<file path="config.mk">
export PLATFORM = sky130hd
export DESIGN_NAME = fovr_seq_ctrl
export DESIGN_NICKNAME = d
export VERILOG_FILES = /design/src/rtl/fovr_pkg.sv /design/src/rtl/fovr_req_arb.sv /design/src/rtl/fovr_seq_fsm.sv /design/src/rtl/fovr_status.sv /design/src/rtl/fovr_seq_ctrl.sv
export SDC_FILE = /design/constraint.sdc
export NUM_CORES = 1
export LEC_CHECK = 0
export BUFFER_PORTS_ARGS = -buffer_cell sky130_fd_sc_hd__buf_2
export CAP_MARGIN = 10
export CORE_MARGIN = 2
export CORE_UTILIZATION = 40
export DETAILED_ROUTE_END_ITERATION = 10
export PLACE_DENSITY = 0.59
export SYNTH_ARGS = -nofsm -noshare
export SYNTH_HDL_FRONTEND = slang
export SYNTH_HIERARCHICAL = 1
export SYNTH_SLANG_ARGS = --single-unit
</file>
<file path="constraint.sdc">
create_clock -name clk -period 3 [get_ports clk]
set_input_delay 0.45 -clock clk [delete_from_list [all_inputs] [get_ports clk]]
set_output_delay 0.45 -clock clk [all_outputs]
set_load 0.005 [all_outputs]
</file>
<file path="src/rtl/fovr_pkg.sv">
package fovr_pkg;
    localparam int NUM_SRC = 3;

    typedef enum logic [2:0] {
        ST_IDLE  = 3'd0,
        ST_DOWN  = 3'd1,
        ST_ROUTE = 3'd2,
        ST_TRAIN = 3'd3,
        ST_WAIT  = 3'd4
    } seq_state_e;

    typedef enum logic [1:0] {
        SRC_SW   = 2'd0,
        SRC_SIG  = 2'd1,
        SRC_WDT  = 2'd2,
        SRC_NONE = 2'd3
    } src_e;

    typedef struct packed {
        logic mode;
        logic err;
        logic done;
        logic init;
    } stat_t;

    // lowest index wins: software first, then signal, then watchdog
    function automatic logic [NUM_SRC-1:0] pick_first(input logic [NUM_SRC-1:0] v);
        return v & (~v + 1'b1);
    endfunction

    function automatic src_e oh_to_src(input logic [NUM_SRC-1:0] oh);
        src_e r;
        r = SRC_NONE;
        for (int i = NUM_SRC - 1; i >= 0; i--) begin
            if (oh[i]) r = src_e'(i);
        end
        return r;
    endfunction
endpackage

</file>
<file path="src/rtl/fovr_req_arb.sv">
module fovr_req_arb
    import fovr_pkg::*;
#(
    parameter int NSRC = NUM_SRC
) (
    input  logic            clk,
    input  logic            rst,
    input  logic [NSRC-1:0] req,
    input  logic            busy,
    input  logic [NSRC-1:0] run_oh,
    output logic [NSRC-1:0] gnt
);
    logic [NSRC-1:0] pend_q;
    logic [NSRC-1:0] accepted;
    logic [NSRC-1:0] cand;

    // a repeat of the running source is dropped, others are kept
    assign accepted = req & ~run_oh;
    assign cand     = pend_q | accepted;
    assign gnt      = busy ? '0 : pick_first(cand);

    always_ff @(posedge clk) begin
        if (rst) begin
            pend_q <= '0;
        end else begin
            pend_q <= cand & ~gnt;
        end
    end
endmodule

</file>
<file path="src/rtl/fovr_seq_fsm.sv">
module fovr_seq_fsm
    import fovr_pkg::*;
#(
    parameter int NSRC  = NUM_SRC,
    parameter int TMO_W = 8
) (
    input  logic             clk,
    input  logic             rst,
    input  logic [NSRC-1:0]  gnt,
    input  logic             both_up,
    input  logic [TMO_W-1:0] tmo,
    output seq_state_e       state,
    output logic [NSRC-1:0]  run_oh,
    output logic             start_p,
    output logic             flip_p,
    output logic             done_p,
    output logic             err_p
);
    seq_state_e      st_q, st_d;
    logic [NSRC-1:0] run_q;
    logic [TMO_W-1:0] cnt_q;
    logic            expired;

    assign expired = (cnt_q >= tmo);

    always_comb begin
        st_d = st_q;
        unique case (st_q)
            ST_IDLE:  if (|gnt) st_d = ST_DOWN;
            ST_DOWN:  st_d = ST_ROUTE;
            ST_ROUTE: st_d = ST_TRAIN;
            ST_TRAIN: st_d = ST_WAIT;
            ST_WAIT:  if (both_up || expired) st_d = ST_IDLE;
            default:  st_d = ST_IDLE;
        endcase
    end

    always_ff @(posedge clk) begin
        if (rst) begin
            st_q  <= ST_IDLE;
            run_q <= '0;
            cnt_q <= '0;
        end else begin
            st_q <= st_d;
            if (st_q == ST_IDLE) begin
                run_q <= gnt;
            end else if (st_d == ST_IDLE) begin
                run_q <= '0;
            end
            if (st_q != ST_WAIT) begin
                cnt_q <= '0;
            end else if (!expired) begin
                cnt_q <= cnt_q + 1'b1;
            end
        end
    end

    assign state   = st_q;
    assign run_oh  = run_q;
    assign start_p = (st_q == ST_IDLE) && (|gnt);
    assign flip_p  = (st_q == ST_ROUTE);
    assign done_p  = (st_q == ST_WAIT) && (both_up || expired);
    assign err_p   = (st_q == ST_WAIT) && !both_up && expired;
endmodule

</file>
<file path="src/rtl/fovr_status.sv">
module fovr_status
    import fovr_pkg::*;
#(
    parameter int FLAG_W = 3
) (
    input  logic              clk,
    input  logic              rst,
    input  logic              boot_mode,
    input  logic              start_p,
    input  logic              flip_p,
    input  logic              done_p,
    input  logic              err_p,
    input  logic              clr_en,
    input  logic [FLAG_W-1:0] clr_bits,
    output stat_t             stat
);
    stat_t st_q;

    always_ff @(posedge clk) begin
        if (rst) begin
            st_q.mode <= boot_mode;
            st_q.err  <= 1'b0;
            st_q.done <= 1'b0;
            st_q.init <= 1'b0;
        end else begin
            if (clr_en) begin
                if (clr_bits[0]) st_q.init <= 1'b0;
                if (clr_bits[1]) st_q.done <= 1'b0;
                if (clr_bits[2]) st_q.err  <= 1'b0;
            end
            // set events override a clear in the same cycle
            if (start_p) st_q.init <= 1'b1;
            if (done_p)  st_q.done <= 1'b1;
            if (err_p)   st_q.err  <= 1'b1;
            if (flip_p)  st_q.mode <= ~st_q.mode;
        end
    end

    assign stat = st_q;
endmodule

</file>
<file path="src/rtl/fovr_seq_ctrl.sv">
module fovr_seq_ctrl
    import fovr_pkg::*;
#(
    parameter int TMO_W = 8
) (
    input  logic             clk,
    input  logic             fund_rst,
    input  logic             boot_mode,
    input  logic             sw_req,
    input  logic             sig_req,
    input  logic             wdt_req,
    input  logic [TMO_W-1:0] retrain_tmo,
    input  logic             up_link_up,
    input  logic             br_link_up,
    input  logic             stat_wr,
    input  logic [2:0]       stat_wr_data,
    output logic             link_to_detect,
    output logic             dl_down,
    output logic             replay_discard,
    output logic             route_swap,
    output logic             train_start,
    output logic             link_evt_mask,
    output logic [1:0]       active_src,
    output logic [3:0]       status
);
    localparam int NSRC = NUM_SRC;

    logic [NSRC-1:0] req_vec;
    logic [NSRC-1:0] gnt;
    logic [NSRC-1:0] run_oh;
    seq_state_e      state;
    logic            busy;
    logic            start_p, flip_p, done_p, err_p;
    stat_t           stat;

    assign req_vec = {wdt_req, sig_req, sw_req};
    assign busy    = (state != ST_IDLE);

    fovr_req_arb #(.NSRC(NSRC)) u_arb (
        .clk    (clk),
        .rst    (fund_rst),
        .req    (req_vec),
        .busy   (busy),
        .run_oh (run_oh),
        .gnt    (gnt)
    );

    fovr_seq_fsm #(.NSRC(NSRC), .TMO_W(TMO_W)) u_fsm (
        .clk     (clk),
        .rst     (fund_rst),
        .gnt     (gnt),
        .both_up (up_link_up && br_link_up),
        .tmo     (retrain_tmo),
        .state   (state),
        .run_oh  (run_oh),
        .start_p (start_p),
        .flip_p  (flip_p),
        .done_p  (done_p),
        .err_p   (err_p)
    );

    fovr_status #(.FLAG_W(3)) u_stat (
        .clk       (clk),
        .rst       (fund_rst),
        .boot_mode (boot_mode),
        .start_p   (start_p),
        .flip_p    (flip_p),
        .done_p    (done_p),
        .err_p     (err_p),
        .clr_en    (stat_wr),
        .clr_bits  (stat_wr_data),
        .stat      (stat)
    );

    assign link_to_detect = (state == ST_DOWN) || (state == ST_ROUTE);
    assign dl_down        = link_to_detect;
    assign replay_discard = (state == ST_DOWN);
    assign train_start    = (state == ST_TRAIN);
    assign link_evt_mask  = busy;
    assign route_swap     = stat.mode;
    assign active_src     = oh_to_src(run_oh);
    assign status         = stat;
endmodule

</file>
# Yosys cells after proc, flatten, opt, wreduce, memory -nomap -nowiden
# Cells that the tools add are included.
classes:
  mux: 18
  magnitude_cmp: 1
  n_reduce_logical: 24
  n_eq_ne: 5
  bitwise_logic: 8
  add_sub_neg: 2
op_table:
  columns: ["op", "count"]
  rows:
  - ["$mux W3", 6]
  - ["$reduce_bool A2 Y1", 8]
  - ["$pmux W3 S5", 1]
  - ["$and A3 B3 Y3", 3]
  - ["$not A3 Y3", 3]
  - ["$add A8 B1 Y8 const B", 1]
  - ["$ge A8 B8 Y1", 1]
  - ["$mux W1", 8]
  - ["$eq A3 B2 Y1 const B", 2]
  - ["$logic_not A3 Y1", 2]
  - ["$reduce_and A2 Y1", 3]
  - ["$logic_and A1 B1 Y1", 5]
  - ["$mux W2", 2]
  - ["$mux W4", 1]
  - ["$add A3 B1 Y3 const B", 1]
  - ["$eq A3 B1 Y1 const B", 1]
  - ["$eq A3 B3 Y1 const B", 1]
  - ["$ne A3 B3 Y1 const B", 1]
  - ["$or A3 B3 Y3", 1]
  - ["$reduce_bool A3 Y1", 1]
  - ["$reduce_or A3 Y1", 1]
  - ["$logic_or A1 B1 Y1", 2]
  - ["$reduce_or A2 Y1", 1]
  - ["$logic_not A1 Y1", 1]
  - ["$not A1 Y1", 1]
word_totals:
  elab_cells: 66
  out_inout_bits: 12
  regBits: 21

# Depth between registers and ports, before layout
logic_depth:
  ltp_word: 13
  ltp_mapped: 10

# Cells and area by module
# Netlist, hierarchy kept.
by_module_without_submodules:
  columns: ["mod", "area_per_inst_um2", "instances", "cells_each", "seq_area_each_um2"]
  rows:
  - ["fovr_seq_fsm", 825.8, 1, 102, 280.3]
  - ["fovr_status", 153.9, 1, 16, 90.1]
  - ["fovr_req_arb", 151.4, 1, 17, 60.1]
  - ["fovr_seq_ctrl", 67.6, 1, 12, 0.0]

# Least setup slack after synthesis
# Ideal clock, no wire load.
synth_path:
  kind: "input port to flip-flop"
  start: "input port retrain_tmo[4]"
  end: "register u_stat.st_q, in the netlist u_stat/stat[2]"
  arrival_time_ns: 2.075
  setup_time_ns: 0.091
  stages: 9
  setup_slack_ns: 0.834
  n_path_buf: 1
  required_ns: 2.909
  cell_sequence: "inv_1 ha_1 o211a_1 a211oi_1 o31ai_2 buf_2 nor3b_1 inv_1 a311oi_1"
synth_via:
  elab_chain_cells: 4
  word_cells_on_any_way: 6
synth_lines:
  columns: ["item", "line", "rtl"]
  rows:
  - ["start, declared", "fovr_seq_ctrl.sv:12", "input logic [TMO_W-1:0] retrain_tmo,"]
  - ["$ge A8 B8 Y1 *", "fovr_seq_fsm.sv:24", "assign expired = (cnt_q >= tmo);"]
  - ["$logic_and A1 B1 Y1 *", "fovr_seq_fsm.sv:63", "assign err_p = (st_q == ST_WAIT) && !both_up && expired;"]
  - ["net err_p", "fovr_seq_ctrl.sv:33", "logic start_p, flip_p, done_p, err_p;"]
  - ["$reduce_bool A2 Y1 (no line)", null, null]
  - ["$reduce_and A2 Y1 (no line)", null, null]
  - ["end, declared", "fovr_status.sv:17", "stat_t st_q;"]
# The timed path passes the listed nets; every way through them passes the cells marked *.
# A chain may end at the register's enable or synchronous reset.

# Worst setup path after layout
layout_path:
  start: "register u_fsm.st_q[0] (netlist: u_fsm/state[0])"
  end: "register u_stat.st_q, in the netlist u_stat/stat[0]"
layout_via:
  elab_chain_cells: 6
  word_cells_on_any_way: 9
layout_lines:
  columns: ["item", "line", "rtl"]
  rows:
  - ["start, declared", "fovr_seq_fsm.sv:19", "seq_state_e st_q, st_d;"]
  - ["start signal, assigned", "fovr_seq_fsm.sv:44", "st_q <= st_d;"]
  - ["$reduce_bool A3 Y1 *", "fovr_seq_ctrl.sv:37", "assign busy = (state != ST_IDLE);"]
  - ["$mux W3 *", "fovr_req_arb.sv:20", "assign gnt = busy ? '0 : pick_first(cand);"]
  - ["net gnt[2]", "fovr_seq_ctrl.sv:29", "logic [NSRC-1:0] gnt;"]
  - ["$reduce_or A3 Y1 *", "fovr_seq_fsm.sv:60", "assign start_p = (st_q == ST_IDLE) && (|gnt);"]
  - ["$logic_and A1 B1 Y1 *", "fovr_seq_fsm.sv:60", null]
  - ["net start_p", "fovr_seq_ctrl.sv:33", null]
  - ["$reduce_bool A2 Y1 (no line)", null, null]
  - ["$reduce_and A2 Y1 (no line)", null, null]
# Marks and branches as above.

==> flow_metrics.py <==
metrics = {
    "status": {
        "violations": "design-rule violations",
        "status": "complete, but fails checks",
    },
    "final_layout": {
        "nets": 208,
        "layout-drive-gt1-share": 0.242,
        "fin_util": 0.498,
        "fillers": 298,
        "area_growth_pct": 16.6,
        "antenna_cells": 0,
    },
    "synth": {
        "synthXorXnorAreaFrac": 0.0219,
        "synth_top_area_frac": 0.334,
        "synth-adder-area-share": 0.0939,
        "ys_seq_area_frac": 0.359,
        "synthTopCellsByArea": "dfxtp_1, ha_1, inv_1",
        "syn_area_per_cell_um2": 8.15,
        "yosysWarnings": 6,
        "synthCells": 147,
        "synth-edff-count": 1,
        "muxShareOfSynthArea": 0,
        "synth_simple_gate_area_share": 0.264,
        "synth-seq-cells": 21,
        "synth_area_leader_cell": "dfxtp_1",
        "synth_nets": 176,
        "synthesis.area_um2": 1200,
        "synth_compound_area_frac": 0.181,
        "synth_top_flop_cell": "dfxtp_1",
        "synth_top_family_by_area": "simple AND/OR/NAND/NOR gates",
        "async_flop_share": 0,
        "netlist-cell-type-count": 38,
    },
    "power_and_ir_drop": {
        "p_leak_uw": 0.000613,
        "finalPower_uw": 814,
        "vdd_drop_max_mv": 0.344,
        "p_per_area_nw_per_um2": 582,
    },
    "sta": {
        "worst_pin_slew_ns": 0.647,
        "drv_slew": 0,
        "final-setup-viol-count": 0,
        "setup_ws_ns": 0.654,
        "hold_viol": 0,
        "rsz0062_at_grt": "false",
        "finClkSkew_ns": 0.00193,
        "slew_headroom": 0.566,
        "max_freq_ghz": 0.426,
        "post-route-period-util": 0.782,
        "fin_tns_setup_ns": 0,
        "layout_min_cycle_time_ns": 2.35,
    },
    "routing": {
        "vias": 1096,
        "drc_errors": 1,
        "drt_pre_antenna_iters": 7,
        "drt_wl_total_mm": 2.36,
        "via_per_inst": 5.24,
        "drtIter0Drc": 23,
        "ant_nets": 0,
        "wl_per_cell_um": 11.3,
    },
    "clock_network": {
        "cts_buffers": 3,
        "path_clk_slew_ns": 0.11,
        "clk_latency_ns": 0.30,
        "cts_root_buf": "clkbuf_4",
        "cts.sinks": 21,
        "h-tree-depth": 1,
        "post-cts-setup-buffer-count": 0,
        "clockBufferDepth": 2,
        "holdBufCountCts": 0,
        "tritoncts": "done",
        "post_cts_resize_count": 0,
    },
    "worst_setup_path": {
        "crit_arrival_ns": 2.57,
        "critPathMaxFanout": 11,
        "r2r_setup_slack_ns": 0.65,
        "endpoint_kind": "register",
        "reg2reg_from": "u_fsm/state[0]",
        "reg2reg_to": "u_stat/stat[0]",
        "critPathLaunchType": "register",
        "worst_r2r_path_depth": 7,
        "path_class": "register to register",
        "worstPathRequired_ns": 3.22,
    },
    "die": {
        "start_util": 0.427,
        "core_um2": 2810,
        "num_io_pins": 32,
        "die_area_um2": 3450,
        "fp.dieH_um": 58.7,
        "die_w_um": 58.7,
        "row_count": 19,
    },
    "min_path": {
        "min_path_cells": 2,
        "hold_end": "u_stat/stat[0]",
        "hold_path.class": "primary input to register",
        "worstHoldStart": "stat_wr_data[0]",
    },
    "global_route": {
        "grt_pass1_vias": 1001,
        "grt_pass1_wl_mm": 4.17,
        "grt_start_max_net_pins": 16,
        "overflow": 0,
        "track_usage": 0.155,
        "antenna_found_initial": 0,
    },
    "run": {
        "drv_cap": 0,
    },
    "place": {
        "io_buffers": 31,
        "routabilityCongestion": 0.725,
        "pre_cts_slack_ns": 0.629,
        "place.detailed.hpwl_mm": 1.87,
    },
}
[how the worst max path moves through the flow]
stage	startpoint	to	slack, ns	cells after the start
2_1_floorplan	retrain_tmo[4]	u_stat/stat[2]	0.83	9
3_3_place_gp	u_fsm/state[0]	u_stat/stat[0]	0.66	7
3_5_place_dp	retrain_tmo[4]	u_stat/stat[2]	0.63	9
4_1_cts	u_fsm/state[0]	u_stat/stat[0]	0.62	7
5_1_grt	u_fsm/state[0]	u_stat/stat[0]	0.42	7
6_report	u_fsm/state[0]	u_stat/stat[0]	0.65	7
[metrics by stage]
step                      cell area [um^2]  instances  hold WS (ns)
final                                 1400        209         0.330
after global routing                  1400        209         0.325
after CTS                             1400        209         0.325
after detailed placement              1370        205         0.472
after global placement                1370        205         0.470
after floorplan                       1200        147         0.445
[where the power goes]
group          internal [uW]  switching (uW)
Clock                   51.8            84.3
Combinational            152             145
Sequential               326            53.8
[cells in the mapped netlist, types with 2 or more instances]
| library cell | number |
|---|---|
| nand2_1 | 8 |
| nor2_1 | 15 |
| nand4_1 | 2 |
| o21ai_0 | 11 |
| and2_1 | 2 |
| nand3_1 | 5 |
| dfxtp_1 | 20 |
| xnor2_1 | 3 |
| or3_1 | 7 |
| a211oi_1 | 2 |
| nor3b_1 | 4 |
| a21oi_1 | 10 |
| inv_1 | 18 |
| buf_4 | 2 |
| nor3_1 | 4 |
| a311oi_1 | 3 |
| ha_1 | 9 |
| nor4_1 | 2 |
[state kept, by name (all words and copies together) (netlist names)]
| register | cells |
|---|---|
| u_arb/pend_q | 3 |
| u_fsm/cnt_q | 8 |
| u_stat/stat | 4 |
| u_fsm/run_oh | 3 |
| u_fsm/state | 3 |
[logic make-up after synthesis]
family / Yosys count
flops: 21
simple gates: 57
xor+xnor: 3
buf+inv: 23
fa+ha+maj: 9
compound gates: 34
[critical path, cell delays in order, from the launching register on]
cell and delay, ns:
dfxtp_1 0.43, or3_1 0.47, or3_4 0.42, nor3b_2 0.19, nor3_1 0.07, nor4_1 0.39, inv_1 0.10, a311oi_1 0.20
[layer usage]
metal  wire, um  up-vias  global-route usage
li1           -      577                   -
met1       1130      491               0.199
met2       1070       24               0.254
met3        102        4              0.0198
met4         49        0              0.0779
met5          0        -                   0
[final cells by class]
class	instances	area [um^2]	share of cell area
Sequential cell	21	430	0.308
Multi-Input combinational cell	103	672	0.481
Timing Repair Buffer	32	163	0.116
Tap cell	31	38.8	0.0278
Inverter	18	67.6	0.0483
Clock buffer	4	26.3	0.0188
[cell usage in the layout (no fill, tap or decap), types with 2 or more instances in the layout]
cell      instances
nor2_1           15
a21oi_1          10
nor3b_1           4
or3_1             7
nor4_1            2
a311oi_1          3
nand2_1           8
nand3_1           5
clkbuf_4          3
o21ai_0          11
and2_1            2
buf_2            31
nor3_1            4
inv_1            18
ha_1              9
a211oi_1          2
nand4_1           2
dfxtp_1          20
xnor2_1           3
Note: power is estimated with default switching activity, not from simulation.
